--- config.mk ---
export PLATFORM = sky130hd
export DESIGN_NAME = dbg_status_reg
export DESIGN_NICKNAME = d
export VERILOG_FILES = /design/src/rtl/dbg_stat_pkg.sv /design/src/rtl/dbg_bus_decode.sv /design/src/rtl/dbg_flag_core.sv /design/src/rtl/dbg_rsp_path.sv /design/src/rtl/dbg_status_reg.sv
export SDC_FILE = /design/constraint.sdc
export NUM_CORES = 1
export LEC_CHECK = 0
export BUFFER_PORTS_ARGS = -buffer_cell sky130_fd_sc_hd__buf_2
export CAP_MARGIN = 30
export CORE_MARGIN = 5
export CORE_UTILIZATION = 33
export CTS_CLUSTER_SIZE = 24
export DETAILED_ROUTE_END_ITERATION = 10
export GPL_TIMING_DRIVEN = 0
export PLACE_DENSITY = 0.79
export SETUP_SLACK_MARGIN = 0.15
export SLEW_MARGIN = 10
export SYNTH_ARGS = -nofsm -noshare
export SYNTH_HDL_FRONTEND = slang
export SYNTH_SLANG_ARGS = --single-unit
--- constraint.sdc ---
create_clock -name clk_i -period 1.49 [get_ports clk_i]
set_input_delay 0.149 -clock clk_i [delete_from_list [all_inputs] [get_ports clk_i]]
set_output_delay 0.149 -clock clk_i [all_outputs]
set_load 0.1 [all_outputs]
--- src/rtl/dbg_stat_pkg.sv ---
package dbg_stat_pkg;

  typedef enum logic [1:0] {
    MODE_STALL  = 2'd0,
    MODE_NONBLK = 2'd1,
    MODE_FAST   = 2'd2,
    MODE_NONE   = 2'd3
  } xfer_mode_e;

  // bit positions the debugger decodes
  localparam int unsigned TXL_BIT    = 26;
  localparam int unsigned STICKY_BIT = 25;
  localparam int unsigned ICL_BIT    = 24;

  typedef struct packed {
    logic live_rd;
    logic snap_rd;
    logic run_wr;
    logic itr_wr;
    logic rx_wr;
    logic tx_rd;
  } bus_evt_t;

  typedef struct packed {
    logic sticky;
    logic instr;
    logic instr_lat;
    logic tx_lat;
  } flags_t;

endpackage

--- src/rtl/dbg_bus_decode.sv ---
module dbg_bus_decode
  import dbg_stat_pkg::*;
#(
  parameter int unsigned ADDR_W      = 4,
  parameter int unsigned DATA_W      = 32,
  parameter int unsigned ADDR_LIVE   = 0,
  parameter int unsigned ADDR_SNAP   = 1,
  parameter int unsigned ADDR_RUN    = 2,
  parameter int unsigned ADDR_ITR    = 3,
  parameter int unsigned ADDR_RX     = 4,
  parameter int unsigned ADDR_TX     = 5,
  parameter int unsigned RUN_CLR_BIT = 3
) (
  input  logic              accept_i,
  input  logic              write_i,
  input  logic [ADDR_W-1:0] addr_i,
  input  logic [DATA_W-1:0] wdata_i,
  output bus_evt_t          evt_o,
  output logic              run_clr_o
);

  logic rd, wr;
  logic unused_wdata;

  assign rd = accept_i & ~write_i;
  assign wr = accept_i &  write_i;

  always_comb begin
    evt_o         = '0;
    evt_o.live_rd = rd && (addr_i == ADDR_W'(ADDR_LIVE));
    evt_o.snap_rd = rd && (addr_i == ADDR_W'(ADDR_SNAP));
    evt_o.tx_rd   = rd && (addr_i == ADDR_W'(ADDR_TX));
    evt_o.run_wr  = wr && (addr_i == ADDR_W'(ADDR_RUN));
    evt_o.itr_wr  = wr && (addr_i == ADDR_W'(ADDR_ITR));
    evt_o.rx_wr   = wr && (addr_i == ADDR_W'(ADDR_RX));
  end

  assign run_clr_o    = evt_o.run_wr & wdata_i[RUN_CLR_BIT];
  assign unused_wdata = ^wdata_i;

endmodule

--- src/rtl/dbg_flag_core.sv ---
module dbg_flag_core
  import dbg_stat_pkg::*;
(
  input  logic       clk_i,
  input  logic       rst_ni,
  input  bus_evt_t   evt_i,
  input  logic       run_clr_i,
  input  logic [1:0] mode_i,
  input  logic       retire_i,
  input  logic       instr_done_i,
  input  logic       tx_full_i,
  output flags_t     flags_o
);

  xfer_mode_e mode;
  logic       instr_clr;
  flags_t     q, d;

  assign mode = xfer_mode_e'(mode_i);

  // mode picks which transfer access retires an injected instruction
  always_comb begin
    unique case (mode)
      MODE_STALL, MODE_NONBLK: instr_clr = evt_i.itr_wr;
      MODE_FAST:               instr_clr = evt_i.rx_wr | evt_i.tx_rd;
      default:                 instr_clr = 1'b0;
    endcase
  end

  always_comb begin
    d = q;
    // retire has priority over the run-control clear
    if (retire_i)       d.sticky = 1'b1;
    else if (run_clr_i) d.sticky = 1'b0;

    // a new injection beats a completion seen in the same cycle
    if (instr_clr)         d.instr = 1'b0;
    else if (instr_done_i) d.instr = 1'b1;

    if (instr_clr)          d.instr_lat = 1'b0;
    else if (evt_i.live_rd) d.instr_lat = q.instr;

    if (evt_i.tx_rd)        d.tx_lat = 1'b0;
    else if (evt_i.live_rd) d.tx_lat = tx_full_i;
  end

  always_ff @(posedge clk_i or negedge rst_ni) begin
    if (!rst_ni) q <= '0;
    else         q <= d;
  end

  assign flags_o = q;

endmodule

--- src/rtl/dbg_rsp_path.sv ---
module dbg_rsp_path
  import dbg_stat_pkg::*;
#(
  parameter int unsigned DATA_W = 32
) (
  input  logic              clk_i,
  input  logic              rst_ni,
  input  logic              accept_i,
  input  bus_evt_t          evt_i,
  input  flags_t            flags_i,
  input  logic              tx_full_i,
  output logic              rsp_valid_o,
  output logic [DATA_W-1:0] rsp_rdata_o
);

  logic [DATA_W-1:0] rdata_d;

  always_comb begin
    rdata_d = '0;
    if (evt_i.live_rd) begin
      rdata_d[TXL_BIT]    = tx_full_i;
      rdata_d[STICKY_BIT] = flags_i.sticky;
      rdata_d[ICL_BIT]    = flags_i.instr;
    end else if (evt_i.snap_rd) begin
      rdata_d[TXL_BIT]    = flags_i.tx_lat;
      rdata_d[STICKY_BIT] = flags_i.sticky;
      rdata_d[ICL_BIT]    = flags_i.instr_lat;
    end
  end

  always_ff @(posedge clk_i or negedge rst_ni) begin
    if (!rst_ni) begin
      rsp_valid_o <= 1'b0;
      rsp_rdata_o <= '0;
    end else begin
      rsp_valid_o <= accept_i;
      rsp_rdata_o <= rdata_d;
    end
  end

endmodule

--- src/rtl/dbg_status_reg.sv ---
module dbg_status_reg
  import dbg_stat_pkg::*;
#(
  parameter int unsigned ADDR_W      = 4,
  parameter int unsigned DATA_W      = 32,
  parameter int unsigned ADDR_LIVE   = 0,
  parameter int unsigned ADDR_SNAP   = 1,
  parameter int unsigned ADDR_RUN    = 2,
  parameter int unsigned ADDR_ITR    = 3,
  parameter int unsigned ADDR_RX     = 4,
  parameter int unsigned ADDR_TX     = 5,
  parameter int unsigned RUN_CLR_BIT = 3
) (
  input  logic              clk_i,
  input  logic              rst_ni,
  input  logic              retire_i,
  input  logic              instr_done_i,
  input  logic              tx_full_i,
  input  logic [1:0]        mode_i,
  input  logic              req_valid_i,
  output logic              req_ready_o,
  input  logic              req_write_i,
  input  logic [ADDR_W-1:0] req_addr_i,
  input  logic [DATA_W-1:0] req_wdata_i,
  output logic              rsp_valid_o,
  output logic [DATA_W-1:0] rsp_rdata_o
);

  logic     ready_q;
  logic     accept;
  logic     run_clr;
  bus_evt_t evt;
  flags_t   flags;

  // observation nets for the bound checker
  logic sticky, instr, instr_lat, tx_lat;

  always_ff @(posedge clk_i or negedge rst_ni) begin
    if (!rst_ni) ready_q <= 1'b0;
    else         ready_q <= 1'b1;
  end

  assign req_ready_o = ready_q;
  assign accept      = req_valid_i & ready_q;

  dbg_bus_decode #(
    .ADDR_W     (ADDR_W),
    .DATA_W     (DATA_W),
    .ADDR_LIVE  (ADDR_LIVE),
    .ADDR_SNAP  (ADDR_SNAP),
    .ADDR_RUN   (ADDR_RUN),
    .ADDR_ITR   (ADDR_ITR),
    .ADDR_RX    (ADDR_RX),
    .ADDR_TX    (ADDR_TX),
    .RUN_CLR_BIT(RUN_CLR_BIT)
  ) i_decode (
    .accept_i (accept),
    .write_i  (req_write_i),
    .addr_i   (req_addr_i),
    .wdata_i  (req_wdata_i),
    .evt_o    (evt),
    .run_clr_o(run_clr)
  );

  dbg_flag_core i_core (
    .clk_i       (clk_i),
    .rst_ni      (rst_ni),
    .evt_i       (evt),
    .run_clr_i   (run_clr),
    .mode_i      (mode_i),
    .retire_i    (retire_i),
    .instr_done_i(instr_done_i),
    .tx_full_i   (tx_full_i),
    .flags_o     (flags)
  );

  dbg_rsp_path #(
    .DATA_W(DATA_W)
  ) i_rsp (
    .clk_i      (clk_i),
    .rst_ni     (rst_ni),
    .accept_i   (accept),
    .evt_i      (evt),
    .flags_i    (flags),
    .tx_full_i  (tx_full_i),
    .rsp_valid_o(rsp_valid_o),
    .rsp_rdata_o(rsp_rdata_o)
  );

  assign sticky    = flags.sticky;
  assign instr     = flags.instr;
  assign instr_lat = flags.instr_lat;
  assign tx_lat    = flags.tx_lat;

endmodule

* After elaboration in Yosys (flattened, before gate mapping) *
Cells that the tools add are included.

word-level totals
  word-level logic and storage cells = 44
  bits of input ports = 45
  bits in registers = 9
  output and inout port bits = 34

operators by class
  bitwise operators = 6
  equal/unequal tests = 7
  reduce and logical (&&, ||, !) cells = 13
  muxes and demuxes = 11

operator list
  operator                                             number
  equality test 4 x 2 -> 1 bit, second input constant  2
  equality test 4 x 3 -> 1 bit, second input constant  2
  2-to-1 mux 1 bit                                     8
  nonzero test 2 bit                                   4
  logical AND 1 bit                                    6
  2-to-1 mux 3 bit                                     2
  bitwise AND 1 bit                                    4
  equality test 4 x 1 -> 1 bit, second input constant  1
  zero test 4 bit                                      1
  equality test 2 x 1 -> 1 bit, second input constant  1
  equality test 2 bit, second input constant           1
  zero test 2 bit                                      1
  case mux 1 bit (2 select lines)                      1
  OR reduction 2 bit                                   1
  NOT 1 bit                                            1
  OR 1 bit                                             1

* Longest topological paths before layout *
  word-level depth = 6
  mapped depth = 5
  gate-level depth less buffers = 4

* Modules after synthesis *
From an unflattened synthesis, not the netlist that was laid out.

unflattened totals
  cell total of the unflattened synthesis = 70
  area, all modules = 664.4 sq um

by module, submodules not included
  module          area each (sq um)  instances  sequential area each (sq um)  cells each
  dbg_rsp_path    354.1              1          100.1                         41
  dbg_flag_core   170.2              1          100.1                         14
  dbg_bus_decode  105.1              1          0.0                           12
  dbg_status_reg  35.0               1          25.0                          3

* Least setup slack after synthesis *
Ideal clock, no wire load.

  path kind = reg2reg
  from = register ready_q, in the netlist req_ready_o
  to = register i_core.q (netlist bit i_core.flags_o[1])
  cell stages (with the launch flop) = 5
  data required time = 1.364 ns
  arrival = 1.834 ns
  clock period less this slack = 1.960 ns
  path buffers = 0
  library setup time = 0.126 ns
  path slack = -0.470 ns
  cells stage by stage = dfrtp_1 > nand4b_1 > nor4b_1 > a311oi_2 > a21boi_1

on the way
  cells in the longest elaborated chain, start to end = 6
  elaborated cells on any way between the ends = 11
  classes of those cells = mux: 2; bitwise: 4; reduce/logical: 5

RTL lines
  what                                                           RTL line                                    RTL
  start, declared                                                dbg_status_reg.sv:29                        logic ready_q;
  start signal, assigned                                         dbg_status_reg.sv:39                        if (!rst_ni) ready_q <= 1'b0;
  start signal, assigned                                         dbg_status_reg.sv:40                        else ready_q <= 1'b1;
  bitwise AND 1 bit (*)                                          dbg_status_reg.sv:44                        assign accept = req_valid_i & ready_q;
  bitwise AND 1 bit (on tied branches)                           dbg_bus_decode.sv:26, dbg_bus_decode.sv:25
  logical AND 1 bit (on tied branches)                           dbg_bus_decode.sv:35, dbg_bus_decode.sv:32
  OR 1 bit                                                       dbg_flag_core.sv:25                         MODE_FAST: instr_clr = evt_i.rx_wr | evt_i.tx_rd;
  case mux 1 bit (2 select lines)                                dbg_flag_core.sv:23                         unique case (mode)
  2-to-1 mux 1 bit / nonzero test 2 bit (equally long branches)  n/a
  end signal, assigned                                           dbg_flag_core.sv:48                         if (!rst_ni) q <= '0;
  end signal, assigned                                           dbg_flag_core.sv:49                         else q <= d;
  end, declared                                                  dbg_flag_core.sv:17                         flags_t q, d;

Mark *: on every way between the ends. The rest lies on a longest branch, timed or not.
A chain may end at the register's enable or synchronous reset.

* Final worst setup path *
Ends and elaborated chain as after synthesis.

==> flow_summary.json <==
{
  "yosys.area.top_type": "buf_4",
  "synthXorXnorAreaFrac_pct": 0,
  "num_rows": 16,
  "synth_top_family_by_area": "buffers and inverters",
  "seqPwrFrac_pct": 28.1,
  "antenna_found_initial": 0,
  "fp.dieH_um": 55.8,
  "p_comb_share_pct": 51.9,
  "power_leakage_nw": 0.532,
  "pre_cts_ws_ns": 0.0105,
  "cts_setup_buffers": 0,
  "numCtsBuffers": 3,
  "die_w_um": 55.8,
  "path_clk_slew_ns": 0.06,
  "ant_nets": 0,
  "start_util_pct": 34.9,
  "timing.final.crit_share_pct": 92.0,
  "drc_errors": 0,
  "fin_nets": 165,
  "grt_pass1_wl_um": 2260,
  "wl_per_cell_um": 9.70,
  "crit_type": "flip-flop to flip-flop",
  "ys_async_sr_fraction_pct": 100,
  "hold_viol_final": 0,
  "avgSynthCellArea_um2": 9.88,
  "synth-main-ff-cell": "dfrtp_1",
  "core_area_um2": 1980,
  "htreeDepth": 1,
  "critical_path_arrival_ns": 1.52,
  "synth_common_cells": "30 x buf_4, 9 x dfrtp_1",
  "cap_violations": 0,
  "overflow": 0,
  "drtPass1Iterations": 2,
  "fin_hold_ws_ns": 0.0834,
  "setup_viol": 0,
  "drv_slew": 0,
  "clock_skew_ns": 0.00184,
  "p_sw_share_pct": 51.7,
  "antennaDiodeCount": 0,
  "hold_class": "input pin to flip-flop",
  "synth_edf_count": 0,
  "clock-sinks": 9,
  "synth_mux_area_share_pct": 2.89,
  "drtIter0Drc": 1,
  "drive_gt1_share_pct": 50.4,
  "intPower_uw": 452,
  "insertion_delay_ns": 0.26,
  "fp.dieArea_um2": 3110,
  "status": "finished clean",
  "grt_use_total_pct": 9.28,
  "drt-total-wl_um": 1420,
  "crit_path_end_kind": "flip-flop",
  "period_needed_ns": 1.37,
  "dp_hpwl_um": 1220,
  "ir_worst_vdd_uv": 605,
  "area_growth_syn_to_layout_pct": 40.1,
  "ioPinCount": 79,
  "cts_root_buf": "clkbuf_4",
  "place.gp.congestion": 0.741,
  "viasPerCell": 3.77,
  "synthCells": 70,
  "postLayoutCoreUtil_pct": 48.9,
  "fmax_ghz": 0.729,
  "grt_pass1_vias": 547,
  "power.total_uw": 935,
  "startpoint_type": "flip-flop",
  "synth_top_area_share_pct": 32.5,
  "stdcell_count": 146,
  "yosysWarnings": 0,
  "synthSimpleGateAreaFrac_pct": 18.3,
  "dpl_cell_area_um2": 923,
  "worst_slack_ns": 0.119,
  "grt_max_degree": 11,
  "clockPowerShare_pct": 19.9,
  "mappedNetlistArea_um2": 692,
  "power.density_nw_per_um2": 964,
  "dpl.cell_count": 141,
  "final_area_um2": 970,
  "synth_most_common_cell": "buf_4",
  "synthTopCellsByArea": "buf_4 33%, dfrtp_1 33%, nor4b_4 3.4%, mux2i_1 2.9%, a311oi_2 2.2%",
  "clock_path_buffers": 2,
  "crit_fanout": 5,
  "ys_seq_area_share_pct": 32.5,
  "port_buffers": 16,
  "required_ns": 1.63,
  "p_sw_uw": 483,
  "synth_seq_cells": 9,
  "synth_compound_area_share_pct": 9.95,
  "dr_total_vias": 550,
  "ys_types": 26,
  "synth_fa_ha_area_share_pct": 0,
  "tns_ns": 0,
  "rsz0062_at_grt": "yes",
  "cts_tree": "done"
}
power by group through the flow:
stage               Combinational (mW)  Clock (mW)  Sequential [mW]
floorplan                        0.416           0            0.292
detailed placement               0.476           0            0.268
global route                     0.503       0.213            0.264
global placement                 0.472           0            0.267
CTS                              0.479       0.195            0.263
finish                           0.486       0.186            0.263
cell type report:
type                    instances  area, um^2
well taps                      27        33.8
clock buffers                   4        26.3
fillers                       198        1010
multi-input cells              56         347
plain buffers                  31         236
repair buffers                 17        90.1
inverters                       2        7.51
flip-flops and latches          9         229
final timing paths:
kind,to,depth (start not counted),slack (ns),from
setup / recovery,i_core.flags_o[1],4,0.12,req_ready_o
max in group asynchronous,req_ready_o,2,1.02,rst_ni
min in group asynchronous,i_core.flags_o[0],2,0.26,rst_ni
hold reg to reg,i_core.flags_o[3],2,0.51,i_core.flags_o[3]
hold / removal,i_core.flags_o[3],2,0.08,retire_i
setup reg to reg,i_core.flags_o[1],4,0.12,req_ready_o
registers in the layout (all words and copies together) (netlist names):
signal and cells:
i_rsp.rsp_rdata_o 3, i_core.flags_o 4, req_ready_o 1, i_rsp.rsp_valid_o 1
critical path, stage by stage (launching register included):
cell and delay, ns:
dfrtp_4 0.41, nand2_2 0.07, or4_4 0.46, o31ai_2 0.24
a21boi_2 0.08
per-layer routing:
layer / wire, um / GRT usage, % / up-vias
li1: - / - / 277
met2: 693 / 16.2 / 35
met4: 0 / 1.04 / 0
met5: 0 / 0 / -
met3: 218 / 6.73 / 0
met1: 504 / 9.12 / 238
cells by family (layout without fill, tap and decap cells):
logic type	count (synthesis)	in the layout
AO/OA/AOI/OAI	8	8
AND/OR/NAND/NOR	16	16
other	2	30
multiplexers	2	2
buffers and inverters	33	54
flip-flops	9	9
placed cells by master, fill, tap and decap left out:
cell / n
nor3b_1: 1
o21ai_0: 2
clkbuf_4: 3
nand4b_1: 1
nor4b_4: 1
o31ai_2: 1
mux2i_1: 2
nand2b_1: 2
dfrtp_1: 8
buf_2: 16
nor2_1: 1
buf_4: 30
dlygate4sd3_1: 1
dfrtp_4: 1
nor4_2: 1
nor3_1: 2
nand3_1: 1
buf_6: 1
nand2_2: 1
inv_1: 2
a311oi_2: 1
a21boi_2: 1
o41ai_1: 1
and3b_4: 1
a22oi_1: 1
o21a_1: 1
clkbuf_1: 1
nor4b_2: 1
nor2b_1: 2
conb_1: 30
or4_4: 1
timing repair:
item,in CTS,in global routing
hold buffers,1,0
hold endpoints to repair,9,0
gates resized for setup,1,1
setup endpoints to repair,3,4
(Power assumes the default switching activity.)
